**config.mk**
```make
export PLATFORM = sky130hd
export DESIGN_NAME = dsp_agu
export DESIGN_NICKNAME = d
export VERILOG_FILES = /design/src/rtl/agu_pkg.sv /design/src/rtl/agu_rev_add.sv /design/src/rtl/agu_circ_step.sv /design/src/rtl/agu_modify.sv /design/src/rtl/agu_ptr_bank.sv /design/src/rtl/dsp_agu.sv
export SDC_FILE = /design/constraint.sdc
export NUM_CORES = 1
export LEC_CHECK = 0
export ABC_AREA = 1
export BUFFER_PORTS_ARGS = -buffer_cell sky130_fd_sc_hd__buf_4
export CORE_MARGIN = 1.5
export CORE_UTILIZATION = 50
export DETAILED_ROUTE_END_ITERATION = 12
export PLACE_DENSITY = 0.68
export SYNTH_ARGS = -nofsm -noshare
export SYNTH_HDL_FRONTEND = slang
export SYNTH_HIERARCHICAL = 1
export SYNTH_SLANG_ARGS = --single-unit
```
**constraint.sdc**
```tcl
create_clock -name clk -period 6.09 [get_ports clk]
set_input_delay 0.609 -clock clk [delete_from_list [all_inputs] [get_ports clk]]
set_output_delay 0.609 -clock clk [all_outputs]
set_load 0.1 [all_outputs]
```
**src/rtl/agu_pkg.sv**
```systemverilog
package agu_pkg;
  typedef enum logic [3:0] {
    AGU_HOLD     = 4'd0,
    AGU_PRE_INC  = 4'd1,
    AGU_PRE_DEC  = 4'd2,
    AGU_POST_INC = 4'd3,
    AGU_POST_DEC = 4'd4,
    AGU_OFS_ADD  = 4'd5,
    AGU_OFS_SUB  = 4'd6,
    AGU_CIRC_INC = 4'd7,
    AGU_CIRC_DEC = 4'd8,
    AGU_REV_STEP = 4'd9
  } agu_mode_e;
endpackage

```
**src/rtl/agu_rev_add.sv**
```systemverilog
// Reverse-carry add confined to the low log2_len bits of the pointer.
module agu_rev_add #(
  parameter int AW = 16,
  parameter int KW = 5
) (
  input  logic [AW-1:0] ptr,
  input  logic [AW-1:0] step,
  input  logic [KW-1:0] log2_len,
  output logic [AW-1:0] nxt
);
  logic [AW-1:0] p_rev, s_rev, sum_rev, sum_fwd, low_mask, top_mask;

  for (genvar i = 0; i < AW; i++) begin : g_rev
    assign p_rev[i]   = ptr[AW-1-i];
    assign s_rev[i]   = step[AW-1-i];
    assign sum_fwd[i] = sum_rev[AW-1-i];
  end

  // After reversal the field sits at the top; a normal add there carries
  // from field bit k-1 toward field bit 0, and overflow falls off the top.
  assign top_mask = ~({AW{1'b1}} >> log2_len);
  assign low_mask = ~({AW{1'b1}} << log2_len);
  assign sum_rev  = (p_rev & top_mask) + (s_rev & top_mask);
  assign nxt      = (ptr & ~low_mask) | (sum_fwd & low_mask);
endmodule

```
**src/rtl/agu_circ_step.sv**
```systemverilog
// Modulo step inside an aligned power-of-two buffer.
module agu_circ_step #(
  parameter int AW = 16,
  parameter int KW = 5
) (
  input  logic [AW-1:0] ptr,
  input  logic [AW-1:0] step,
  input  logic [KW-1:0] log2_len,
  input  logic          down,
  output logic [AW-1:0] nxt
);
  logic [AW-1:0] low_mask, idx, idx_n;

  assign low_mask = ~({AW{1'b1}} << log2_len);
  assign idx      = ptr & low_mask;
  assign idx_n    = down ? (idx - step) : (idx + step);
  assign nxt      = (ptr & ~low_mask) | (idx_n & low_mask);
endmodule

```
**src/rtl/agu_modify.sv**
```systemverilog
// Combinational address and next-pointer selection for one request.
module agu_modify
  import agu_pkg::*;
#(
  parameter int AW = 16,
  parameter int KW = 5
) (
  input  logic [AW-1:0] ptr,
  input  logic [AW-1:0] step,
  input  logic [3:0]    mode,
  input  logic [KW-1:0] log2_len,
  output logic [AW-1:0] addr,
  output logic [AW-1:0] nxt,
  output logic          upd
);
  logic [AW-1:0] circ_n [2];
  logic [AW-1:0] rev_n;

  for (genvar d = 0; d < 2; d++) begin : g_circ
    agu_circ_step #(.AW(AW), .KW(KW)) i_circ (
      .ptr(ptr), .step(step), .log2_len(log2_len), .down(1'(d)), .nxt(circ_n[d])
    );
  end

  agu_rev_add #(.AW(AW), .KW(KW)) i_rev (
    .ptr(ptr), .step(step), .log2_len(log2_len), .nxt(rev_n)
  );

  always_comb begin
    addr = ptr;
    nxt  = ptr;
    upd  = 1'b0;
    case (agu_mode_e'(mode))
      AGU_PRE_INC:  begin nxt = ptr + step; addr = nxt; upd = 1'b1; end
      AGU_PRE_DEC:  begin nxt = ptr - step; addr = nxt; upd = 1'b1; end
      AGU_POST_INC: begin nxt = ptr + step; upd = 1'b1; end
      AGU_POST_DEC: begin nxt = ptr - step; upd = 1'b1; end
      AGU_OFS_ADD:  addr = ptr + step;
      AGU_OFS_SUB:  addr = ptr - step;
      AGU_CIRC_INC: begin nxt = circ_n[0]; upd = 1'b1; end
      AGU_CIRC_DEC: begin nxt = circ_n[1]; upd = 1'b1; end
      AGU_REV_STEP: begin nxt = rev_n; upd = 1'b1; end
      default:      ;
    endcase
  end
endmodule

```
**src/rtl/agu_ptr_bank.sv**
```systemverilog
// Pointer registers: one load port, one update port, load has priority.
module agu_ptr_bank #(
  parameter int AW   = 16,
  parameter int NPTR = 8,
  localparam int PSW = (NPTR > 1) ? $clog2(NPTR) : 1
) (
  input  logic               clk,
  input  logic               rst,
  input  logic               ld_en,
  input  logic [PSW-1:0]     ld_sel,
  input  logic [AW-1:0]      ld_data,
  input  logic               up_en,
  input  logic [PSW-1:0]     up_sel,
  input  logic [AW-1:0]      up_data,
  input  logic [PSW-1:0]     rd_sel,
  output logic [AW-1:0]      rd_data,
  output logic [NPTR*AW-1:0] flat
);
  logic [AW-1:0] regs [NPTR];

  for (genvar i = 0; i < NPTR; i++) begin : g_ptr
    always_ff @(posedge clk) begin
      if (rst)                                  regs[i] <= '0;
      else if (ld_en && ld_sel == PSW'(i))      regs[i] <= ld_data;
      else if (up_en && up_sel == PSW'(i))      regs[i] <= up_data;
    end
    assign flat[i*AW +: AW] = regs[i];
  end

  assign rd_data = regs[rd_sel];
endmodule

```
**src/rtl/dsp_agu.sv**
```systemverilog
module dsp_agu #(
  parameter int AW   = 16,
  parameter int NPTR = 8,
  parameter int SW   = 16,
  localparam int PSW = (NPTR > 1) ? $clog2(NPTR) : 1,
  localparam int KW  = $clog2(AW + 1)
) (
  input  logic           clk,
  input  logic           rst,
  input  logic           req,
  input  logic [3:0]     mode,
  input  logic [PSW-1:0] sel,
  input  logic [SW-1:0]  step,
  input  logic           size_pick,
  input  logic [KW-1:0]  size0_log2,
  input  logic [KW-1:0]  size1_log2,
  input  logic           wr_en,
  input  logic [PSW-1:0] wr_sel,
  input  logic [AW-1:0]  wr_data,
  output logic [AW-1:0]  ea,
  output logic           ea_valid
);
  logic [AW-1:0]      cur_ptr, addr_c, nxt_c, step_w;
  logic               upd_c;
  logic [KW-1:0]      log2_len;
  logic [NPTR*AW-1:0] ptr_flat;

  assign step_w   = AW'(step);
  assign log2_len = size_pick ? size1_log2 : size0_log2;

  agu_ptr_bank #(.AW(AW), .NPTR(NPTR)) i_bank (
    .clk(clk), .rst(rst),
    .ld_en(wr_en), .ld_sel(wr_sel), .ld_data(wr_data),
    .up_en(req && upd_c), .up_sel(sel), .up_data(nxt_c),
    .rd_sel(sel), .rd_data(cur_ptr), .flat(ptr_flat)
  );

  agu_modify #(.AW(AW), .KW(KW)) i_modify (
    .ptr(cur_ptr), .step(step_w), .mode(mode), .log2_len(log2_len),
    .addr(addr_c), .nxt(nxt_c), .upd(upd_c)
  );

  always_ff @(posedge clk) begin
    if (rst) begin
      ea       <= '0;
      ea_valid <= 1'b0;
    end else begin
      ea_valid <= req;
      if (req) ea <= addr_c;
    end
  end
endmodule

```
==> flow_summary.yaml, run 1 <==
worst_setup_path:
  setup_crit_path_kind: "in -> reg"
  setup.worst_path.start_class: "primary input"
  crit_path_start: "sel[1]"
  kind_of_end_point_of_the_critical_path: "flop"
  critical_path.slowest_cell: "sky130_fd_sc_hd__buf_4"
  cp_slowest_stage_delay_ns: 0.41
  worst_r2r_startpoint: "i_bank/regs[6][0]"
  worstPathRequired_ns: 6.27
  crit_path_frequent_cell: "sky130_fd_sc_hd__nand2_1"
  critical_path.max_fanout: 38
  arrival_time_reported_for_the_critical_path_endpoint_ns: 4.85
routing:
  drt_pass1_iterations: 8
  routed-via-count: 17100
  detail_route.wirelength_um: 58000
  first_iter_violations: 2185
  wl_per_cell_um: 19.2
  viasPerCell: 5.67
  drc: 0
  drtAntennaViolNets: 0
cts:
  post_cts_hold_buffer_count: 0
  htree_num_levels: 4
  cts_inserted_buffers: 17
  worst_skew_pair.late_latency_ns: 0.43
  cts_post_setup_buffers_inserted: 0
  worst_setup_hold_path_clk_slew_ns: 0.06
  cts.sink_count: 145
  cts-root-to-sink-buffers: 2
  post_cts_resized: 0
  tritoncts: "done"
  ctsRootBufferMaster: "sky130_fd_sc_hd__clkbuf_16"
synthesis:
  synth_top_flop_cell: "sky130_fd_sc_hd__edfxtp_1"
  synth_top_cells_by_area: "sky130_fd_sc_hd__edfxtp_1 (24%), sky130_fd_sc_hd__nand2_1 (19%), sky130_fd_sc_hd__nor2_1 (8.6%), sky130_fd_sc_hd__inv_1 (8.4%), sky130_fd_sc_hd__nand3_1 (6.6%)"
  seq_cells_post_synth: 145
  synth_seq_area_share_pct: 26.3
  syn_avg_cell_area_sq_um: 6.15
  synth-edff-count: 128
  syn-instance-count: 2583
  async_flop_share_pct: 0
  netlist_area_sq_um: 15900
  library_cell_occupying_the_most_area_in_the_post_synthesis_netlist: "sky130_fd_sc_hd__edfxtp_1"
  ys_types: 56
  synth_warnings: 6
  syn_nets: 2722
  synth_top_area_share_pct: 24.2
timing:
  period_needed_ns: 4.66
  rsz0062_at_grt: "no"
  max_slew_margin_pct: 12.7
  timing.final.setup_violations: 0
  final_max_slew_viol_count: 0
  post-route-period-util_pct: 76.6
  final_hold_viol_count: 0
  timing_worst_slew_pin_value_ns: 1.31
  timing.setup.tns_ns: 0
  max_freq_mhz: 214
  fin_worst_skew_ns: 0.0104
layout:
  syn2layout_area_growth_pct: 8.44
  final_net_count: 2747
  antenna_cells: 0
  most-common-layout-cells: "sky130_fd_sc_hd__nand2_1 (794), sky130_fd_sc_hd__nor2_1 (362), sky130_fd_sc_hd__inv_1 (354)"
  final_layout_size_suffix_gt1_share_pct: 9.73
  mostFrequentLayoutCell: "sky130_fd_sc_hd__nand2_1"
global_route:
  globalRouteOverflowTotal: 0
  first_pass_grt_wire_length_um: 88400
  grt_antenna_before_repair: 0
  grt_start_max_net_pins: 70
  groute.usage.overall_pct: 35.2
  first_global_vias: 15600
flow_run:
  timing.max_cap.violations: 0
place:
  routabilityCongestion: 1.05
  io_buffer_count: 73
  dpl.hpwl_um: 42200
floorplanning:
  floorplan.initialDensity_pct: 50.6
  die_width_um: 181
  num_io_pins: 74
  overall_die_height_um: 181
  placement_rows: 65
  floorplan.core_area_sq_um: 31400
  die-area_sq_um: 32800
worst_hold_path:
  hp-class: "reg -> reg"
  min-delay-start: "ea[12]"
status:
  run_status: "finished, final reports clean"
power:
  power.static_leakage_nw: 8.87
  peakVddDrop_mv: 0.201
  report.power.total_mw: 3.90
  power_density_nw_per_um2: 227
[power by group]
group          internal, mW  switching (mW)  total [mW]
clock                 0.627           0.441        1.07
sequential             1.14          0.0187        1.16
combinational         0.485            1.19        1.67
[worst max-delay path, delay by kind of cell]
| kind | cells | cell delay, ns |
|---|---|---|
| AO/OA/AOI/OAI | 2 | 0.22 |
| adder cells (fa/ha/maj) | 2 | 0.44 |
| buffers and inverters | 5 | 1.14 |
| AND/OR/NAND/NOR | 20 | 2.38 |
[layout make-up]
type,instances,area (sq um)
Tap cell,402,503
Clock inverter,10,85.1
Fill cell,3232,14200
Clock buffer,22,529
Multi-Input combinational cell,1948,9670
Timing Repair Buffer,98,748
Sequential cell,145,4180
Inverter,398,1500
[worst paths after layout]
| kind | to | slack (ns) | cells after the start |
|---|---|---|---|
| max | i_bank/regs[4][14] | 1.43 | 29 |
| min | ea[12] | 0.47 | 2 |
| max reg2reg | i_bank/regs[4][14] | 1.92 | 26 |
| min reg2reg | ea[12] | 0.47 | 2 |
[cells by family after synthesis]
kind of cell	Yosys count	synth area share, %
xor gates and xnor gates	49	2.70
and+or+nand+nor	1505	40.7
muxes	2	0.142
other	2	0.0473
DFF	145	26.3
adders and majority gates	82	6.70
AOI/OAI and AO/OA	308	10.6
buffers and inverters	490	12.8
[synthesized netlist by cell type, drive strengths merged (6+ instances only)]
cell type	n
nor2	389
or2	19
inv	392
nand3b	11
a21oi	87
xnor2	17
clkbuf	20
nand4	27
clkinv	6
dfxtp	17
edfxtp	128
xor2	32
ha	77
buf	72
and2	6
o21ai	185
nand3	213
o22ai	18
nand2	819
nor3	21
[through the flow]
step	hold WS (ns)	cell area [sq um]	utilization, %	worst slack, ns	std cells
6_report	0.472	17200	54.9	1.43	3023
5_1_grt	0.494	17200	54.9	1.11	3023
4_1_cts	0.475	17200	54.9	1.59	3023
3_5_place_dp	0.466	16600	52.9	1.19	2991
3_3_place_gp	0.460	16600	52.9	1.26	2991
2_1_floorplan	0.680	15900	-	1.59	2583
[registers in the layout, indices dropped and copies added (netlist names)]
signal / cells
i_bank/regs: 128
ea: 16
ea_valid: 1
[per-layer routing]
metal	vias to the layer above	part of all wire (%)	wire, um	global-route usage, %
met3	119	11	6500	6.03
met5	-	0	0	0
met4	0	2.9	1710	12.0
met2	999	43	24900	53.9
li1	8235	-	-	-
met1	7780	43	24900	50.0
No activity file was read; power rests on OpenSTA's default activity.
==> inputs of run 2 (changes only) <==
--- a/config.mk
+++ b/config.mk
@@ -5,7 +5,7 @@
 export SDC_FILE = /design/constraint.sdc
 export NUM_CORES = 1
 export LEC_CHECK = 0
-export ABC_AREA = 1
+export ABC_AREA = 0
 export BUFFER_PORTS_ARGS = -buffer_cell sky130_fd_sc_hd__buf_4
 export CORE_MARGIN = 1.5
 export CORE_UTILIZATION = 50
==> constraint.sdc (replaced) <==
create_clock -name clk -period 4.5 [get_ports clk]
set_input_delay 0.45 -clock clk [delete_from_list [all_inputs] [get_ports clk]]
set_output_delay 0.45 -clock clk [all_outputs]
set_load 0.1 [all_outputs]
==> flow_summary.yaml, run 2 <==
status:
  run_status: "finished with violations"
  failed_checks: "negative setup slack"
global_route:
  global_route.usage.met3_pct: 3.47
  globalRouteOverflowTotal: 0
  global_route.peak_usage_layer: "met2"
  groute.usage.overall_pct: 33.8
  first_pass_grt_wire_length_um: 78600
  first_global_vias: 14300
  met1_usage_pct: 40.9
  grt_start_max_net_pins: 51
  grt_antenna_before_repair: 0
  gr-usage-met2_pct: 59.9
worst_hold_path:
  min-delay-start: "wr_data[7]"
  worstHoldEndpoint: "i_bank/regs[7][7]"
  hp-class: "in -> reg"
  hold_path_depth: 2
layout:
  final_layout_size_suffix_gt1_share_pct: 35.5
  largest-register: "i_bank/regs"
  multi_input_area_sq_um: 10100
  final_core_utilization_pct: 66.0
  syn2layout_area_growth_pct: 30.5
  combined_flip_flop_and_latch_cell_area_sq_um: 4180
  antenna_cells: 0
  fill_cells: 2339
  post-route-cell-area_sq_um: 18900
  flip_flop_count_of_the_largest_register_after_layout: 128
  most-common-layout-cells: "sky130_fd_sc_hd__buf_4 (422), sky130_fd_sc_hd__edfxtp_1 (128), sky130_fd_sc_hd__a22o_1 (120)"
  biggest_regs: "i_bank/regs x128, ea x16, ea_valid x1"
  mostFrequentLayoutCell: "sky130_fd_sc_hd__buf_4"
  final_cell_count_no_fill: 2287
  final_net_count: 2029
power:
  switching_power_mw: 2.19
  clock_power_share_pct: 23.3
  power.sequential.fraction_pct: 26.8
  power.share.switching_pct: 37.1
  power_frac_comb_pct: 49.9
  power_report.internal_total_mw: 3.71
  peakVddDrop_mv: 0.308
  power_density_nw_per_um2: 312
  report.power.total_mw: 5.90
  power.static_leakage_nw: 8.01
routing:
  drtAntennaViolNets: 0
  first_iter_violations: 1443
  detail_route.wirelength_um: 51700
  drc: 0
  wl_per_cell_um: 22.6
  routed-via-count: 14500
  drt_pass1_iterations: 6
  viasPerCell: 6.35
place:
  dpl.hpwl_um: 37300
  routabilityCongestion: 0.974
  pre_cts_slack_ns: -0.744
  io_buffer_count: 73
  dpl_cell_area_sq_um: 17700
  placed_cells_incl_taps: 2236
timing:
  post-route-period-util_pct: 104
  timing.final.setup_violations: 50
  final.setup.worst_slack_ns: -0.189
  max_slew_margin_pct: 10.4
  period_needed_ns: 4.69
  whs_ns: 0.378
  timing.setup.tns_ns: -3.34
  final_hold_viol_count: 0
  rsz0062_at_grt: "yes"
  final_max_slew_viol_count: 0
  max_freq_mhz: 213
  timing_worst_slew_pin_value_ns: 1.34
  fin_worst_skew_ns: 0.00915
floorplanning:
  die-area_sq_um: 30000
  overall_die_height_um: 173
  floorplan.initialDensity_pct: 50.6
  num_io_pins: 74
  die_width_um: 173
  floorplan.core_area_sq_um: 28600
  placement_rows: 62
cts:
  post_cts_hold_buffer_count: 0
  worst_setup_hold_path_clk_slew_ns: 0.06
  cts-root-to-sink-buffers: 2
  cts.sink_count: 145
  ctsRootBufferMaster: "sky130_fd_sc_hd__clkbuf_16"
  tritoncts: "done"
  htree_num_levels: 4
  worst_skew_pair.late_latency_ns: 0.42
  cts_inserted_buffers: 17
synthesis:
  seq_cells_post_synth: 145
  synth_seq_area_share_pct: 28.9
  synth-edff-count: 128
  async_flop_share_pct: 0
  netlist_area_sq_um: 14500
  syn_avg_cell_area_sq_um: 9.36
  post_synth_most_frequent_cells: "sky130_fd_sc_hd__edfxtp_1 (128), sky130_fd_sc_hd__a22o_1 (121), sky130_fd_sc_hd__a21oi_1 (107)"
  syn-instance-count: 1547
  synth_top_flop_cell: "sky130_fd_sc_hd__edfxtp_1"
  ys_types: 100
  most_instantiated_library_cell_after_synthesis: "sky130_fd_sc_hd__edfxtp_1"
  synth_top_area_share_pct: 26.5
  library_cell_occupying_the_most_area_in_the_post_synthesis_netlist: "sky130_fd_sc_hd__edfxtp_1"
  synth_top_cells_by_area: "sky130_fd_sc_hd__edfxtp_1 (27%), sky130_fd_sc_hd__a22o_1 (7.3%), sky130_fd_sc_hd__ha_1 (6.7%), sky130_fd_sc_hd__mux4_2 (5.0%), sky130_fd_sc_hd__a21oi_1 (3.7%)"
  synth_warnings: 6
flow_run:
  timing.max_cap.violations: 0
worst_setup_path:
  setup.worst_path.start_class: "flop"
  arrival_time_reported_for_the_critical_path_endpoint_ns: 4.86
  setup_crit_path_kind: "reg -> reg"
  kind_of_end_point_of_the_critical_path: "flop"
  worstPathRequired_ns: 4.67
  ff2ff_path_depth: 15
  worst_r2r_startpoint: "i_bank/regs[4][15]"
  critical_path.max_fanout: 8
  rrSetupSlack_ns: -0.19
  worst_r2r_endpoint: "i_bank/regs[1][3]"
[run 2: cell types whose count changed after synthesis, moves of 32 or more]
cell                       previous run  this run
sky130_fd_sc_hd__clkbuf_1            19        62
sky130_fd_sc_hd__o21ai_1             83        15
sky130_fd_sc_hd__nor2_1             362        98
sky130_fd_sc_hd__o21ai_0            100        67
sky130_fd_sc_hd__mux4_2               0        32
sky130_fd_sc_hd__nor2b_1              0        65
sky130_fd_sc_hd__a22o_1               0       121
sky130_fd_sc_hd__mux2_2               0        40
sky130_fd_sc_hd__inv_1              354        51
sky130_fd_sc_hd__nand2_1            794       101
sky130_fd_sc_hd__nand3_1            209        25
sky130_fd_sc_hd__inv_2               37         4
[run 2: final cells by class]
type | count | share of cell area, %
clock buffer | 23 | 2.76
clock inverter | 9 | 0.338
inverter | 55 | 1.09
multi-input combinational | 1237 | 53.4
sequential | 145 | 22.1
tap | 384 | 2.54
timing repair buffer | 434 | 17.7
[run 2: cell families (layout without fill, tap and decap cells)]
logic type,count (synthesis),after routing,share of synthesized area (%)
AO/OA/AOI/OAI,542,542,28.1
adder cells (fa/ha/maj),82,82,7.34
multiplexers,94,94,9.61
XOR/XNOR,62,62,3.75
flip-flops,145,145,28.9
other,2,14,0.0519
buffers and inverters,177,521,5.56
AND/OR/NAND/NOR,443,443,16.7
[run 2: worst max-delay path: stages, from the launching register on]
cell                       delay (ns)
sky130_fd_sc_hd__edfxtp_1        0.39
sky130_fd_sc_hd__mux4_2          0.46
sky130_fd_sc_hd__mux2_4          0.32
sky130_fd_sc_hd__and2_4          0.18
sky130_fd_sc_hd__ha_4            0.16
sky130_fd_sc_hd__fa_2            0.36
sky130_fd_sc_hd__a21o_1          0.23
sky130_fd_sc_hd__a221o_2         0.48
sky130_fd_sc_hd__a221oi_2        0.26
sky130_fd_sc_hd__xor2_1          0.17
sky130_fd_sc_hd__a21oi_1         0.11
sky130_fd_sc_hd__mux2_4          0.26
sky130_fd_sc_hd__a222oi_1        0.44
sky130_fd_sc_hd__o21ai_1         0.17
sky130_fd_sc_hd__buf_4           0.21
sky130_fd_sc_hd__a22o_1          0.24
[run 2: timing repair]
item | in CTS | in global routing
setup endpoints to repair | 113 | 119
resized for setup | 27 | 82
pin swaps | 18 | 70
setup buffers | 4 | 18
[run 2: power groups by stage]
stage / Sequential [mW] / Clock, mW / Combinational (mW)
finish: 1.58 / 1.38 / 2.94
CTS: 1.58 / 1.39 / 2.76
floorplan: 1.72 / 0 / 1.54
detailed placement: 1.61 / 0 / 2.71
global route: 1.59 / 1.44 / 3.14
global placement: 1.61 / 0 / 2.66
[run 2: worst max path at each step]
stage,start,endpoint,cells past startpoint
finish,i_bank/regs[4][15],i_bank/regs[1][3],15
global route,i_bank/regs[4][15],i_bank/regs[1][3],15
CTS,i_bank/regs[0][0],i_bank/regs[3][14],21
detailed placement,sel[0],i_bank/regs[4][14],21
global placement,sel[0],i_bank/regs[4][14],22
floorplan,sel[0],i_bank/regs[1][15],18
[run 2: layer usage]
metal  up-vias  part of all wire [%]
met4         0                   4.3
met5         -                     0
met1      6994                    39
met2       703                    50
li1       6667                     -
met3       162                   6.6
==> inputs of run 3 (changes only) <==
--- a/config.mk
+++ b/config.mk
@@ -11,6 +11,7 @@
 export CORE_UTILIZATION = 50
 export DETAILED_ROUTE_END_ITERATION = 12
 export PLACE_DENSITY = 0.68
+export REMOVE_ABC_BUFFERS = 1
 export SYNTH_ARGS = -nofsm -noshare
 export SYNTH_HDL_FRONTEND = slang
 export SYNTH_HIERARCHICAL = 1
==> flow_summary.yaml, run 3 (synthesis results as in run 2) <==
status:
  run_status: "finished with violations"
  failed_checks: "negative setup slack"
place:
  routabilityCongestion: 0.963
  placed_cells_incl_taps: 2204
  io_buffer_count: 73
  dpl.hpwl_um: 35400
timing:
  rsz0062_at_grt: "yes"
  timing.final.setup_violations: 33
  period_needed_ns: 4.56
  final_max_slew_viol_count: 0
  post-route-period-util_pct: 101
  final_hold_viol_count: 0
  fin_worst_skew_ns: 0.00906
  max_freq_mhz: 220
  timing_worst_slew_pin_value_ns: 1.14
  final.setup.worst_slack_ns: -0.0555
  max_slew_margin_pct: 23.4
layout:
  mostFrequentLayoutCell: "sky130_fd_sc_hd__buf_4"
  fill_cells: 2351
  antenna_cells: 0
  largest-register: "i_bank/regs"
  biggest_regs: "i_bank/regs x128, ea x16, ea_valid x1"
  final_cell_count_no_fill: 2242
  final_core_utilization_pct: 64.5
  syn2layout_area_growth_pct: 27.5
  multi_input_area_sq_um: 10000
  final_layout_size_suffix_gt1_share_pct: 33.7
  flip_flop_count_of_the_largest_register_after_layout: 128
  final_net_count: 1984
  combined_flip_flop_and_latch_cell_area_sq_um: 4180
  most-common-layout-cells: "sky130_fd_sc_hd__buf_4 (376), sky130_fd_sc_hd__edfxtp_1 (128), sky130_fd_sc_hd__a22o_1 (120)"
global_route:
  grt_start_max_net_pins: 51
  globalRouteOverflowTotal: 0
  groute.usage.overall_pct: 32.1
  first_pass_grt_wire_length_um: 75300
  first_global_vias: 14000
  grt_antenna_before_repair: 0
cts:
  post_cts_hold_buffer_count: 0
  htree_num_levels: 4
  ctsRootBufferMaster: "sky130_fd_sc_hd__clkbuf_16"
  worst_setup_hold_path_clk_slew_ns: 0.06
  cts-root-to-sink-buffers: 2
  worst_skew_pair.late_latency_ns: 0.42
  tritoncts: "done"
  cts_inserted_buffers: 17
  cts.sink_count: 145
floorplanning:
  die_width_um: 173
  floorplan.core_area_sq_um: 28600
  die-area_sq_um: 30000
  overall_die_height_um: 173
  placement_rows: 62
  num_io_pins: 74
  floorplan.initialDensity_pct: 50.6
worst_hold_path:
  hp-class: "in -> reg"
worst_setup_path:
  critical_path.max_fanout: 8
  crit_path_end: "i_bank/regs[7][7]"
  crit_path_start: "i_bank/regs[4][15]"
  rrSetupSlack_ns: -0.06
  worst_r2r_endpoint: "i_bank/regs[7][7]"
  worstPathRequired_ns: 4.67
  setup_crit_path_kind: "reg -> reg"
  worst_r2r_startpoint: "i_bank/regs[4][15]"
  ff2ff_path_depth: 15
  setup.worst_path.start_class: "flop"
  arrival_time_reported_for_the_critical_path_endpoint_ns: 4.72
  kind_of_end_point_of_the_critical_path: "flop"
flow_run:
  timing.max_cap.violations: 0
power:
  peakVddDrop_mv: 0.288
  power.static_leakage_nw: 7.75
  power_density_nw_per_um2: 311
routing:
  routed-via-count: 14200
  drc: 0
  viasPerCell: 6.35
  detail_route.wirelength_um: 49000
  drtAntennaViolNets: 0
  drt_pass1_iterations: 6
  first_iter_violations: 1327
  wl_per_cell_um: 21.9
[run 3: worst min-delay path by stage]
stage | start | end | slack [ns] | cells after the start
after floorplan | rst | ea_valid | 0.52 | 1
after global placement | ea[10] | ea[10] | 0.48 | 2
after detailed placement | ea[4] | ea[4] | 0.49 | 2
after CTS | wr_data[8] | i_bank/regs[3][8] | 0.37 | 2
after global routing | wr_data[1] | i_bank/regs[1][1] | 0.38 | 2
final | wr_data[14] | i_bank/regs[1][14] | 0.38 | 2
[run 3: worst max-delay path, stage by stage, from the launching register on]
cell and delay [ns]:
sky130_fd_sc_hd__edfxtp_1 0.38, sky130_fd_sc_hd__mux4_2 0.46, sky130_fd_sc_hd__mux2_4 0.31, sky130_fd_sc_hd__and2_4 0.17
sky130_fd_sc_hd__ha_4 0.15, sky130_fd_sc_hd__fa_2 0.34, sky130_fd_sc_hd__a21o_1 0.22, sky130_fd_sc_hd__a221o_1 0.46
sky130_fd_sc_hd__a21oi_2 0.16, sky130_fd_sc_hd__xor2_1 0.16, sky130_fd_sc_hd__o21ai_1 0.11, sky130_fd_sc_hd__mux2_2 0.28
sky130_fd_sc_hd__a222oi_1 0.42, sky130_fd_sc_hd__o21ai_1 0.22, sky130_fd_sc_hd__buf_4 0.22, sky130_fd_sc_hd__a22o_1 0.22
[run 3: per-stage QoR]
stage	total power, mW	hold slack [ns]	setup TNS, ns	setup slack (ns)	instance area (sq um)
after floorplan	3.12	0.522	-6.47	-0.389	13900
after global placement	4.15	0.481	-68.04	-0.779	17300
after detailed placement	4.20	0.494	-74.17	-0.784	17300
after CTS	5.60	0.373	-0.0255	-0.0183	18100
after global routing	6.03	0.380	-9.56	-0.190	18500
final	5.74	0.385	-0.854	-0.0555	18500
[run 3: cell type report]
type                            instances  area share (%)
Multi-Input combinational cell       1237            54.1
Sequential cell                       145            22.7
Timing Repair Buffer                  389            16.4
Clock buffer                           22            2.75
Tap cell                              384            2.60
Inverter                               55            1.12
Clock inverter                         10           0.379
[run 3: power breakdown]
part	leakage [nW]	switching [mW]	total [mW]	internal, mW
Sequential	1.47	0.0322	1.59	1.55
Clock	0.287	0.555	1.36	0.807
Combinational	5.99	1.54	2.79	1.26
Total	7.75	2.12	5.74	3.62
[run 3: timing repair]
action | in CTS | in global routing
setup buffers | 2 | 5
cloned | 0 | 1
setup endpoints to repair | 119 | 123
pin swaps | 26 | 76
gates resized for setup | 40 | 85
[run 3: routing by layer]
metal | global-route usage [%] | wire, um | vias to the layer above
met5 | 0 | 0 | -
met4 | 12.0 | 1360 | 0
met3 | 3.76 | 3800 | 109
met2 | 56.8 | 24400 | 700
met1 | 40.3 | 19400 | 6861
li1 | - | - | 6564
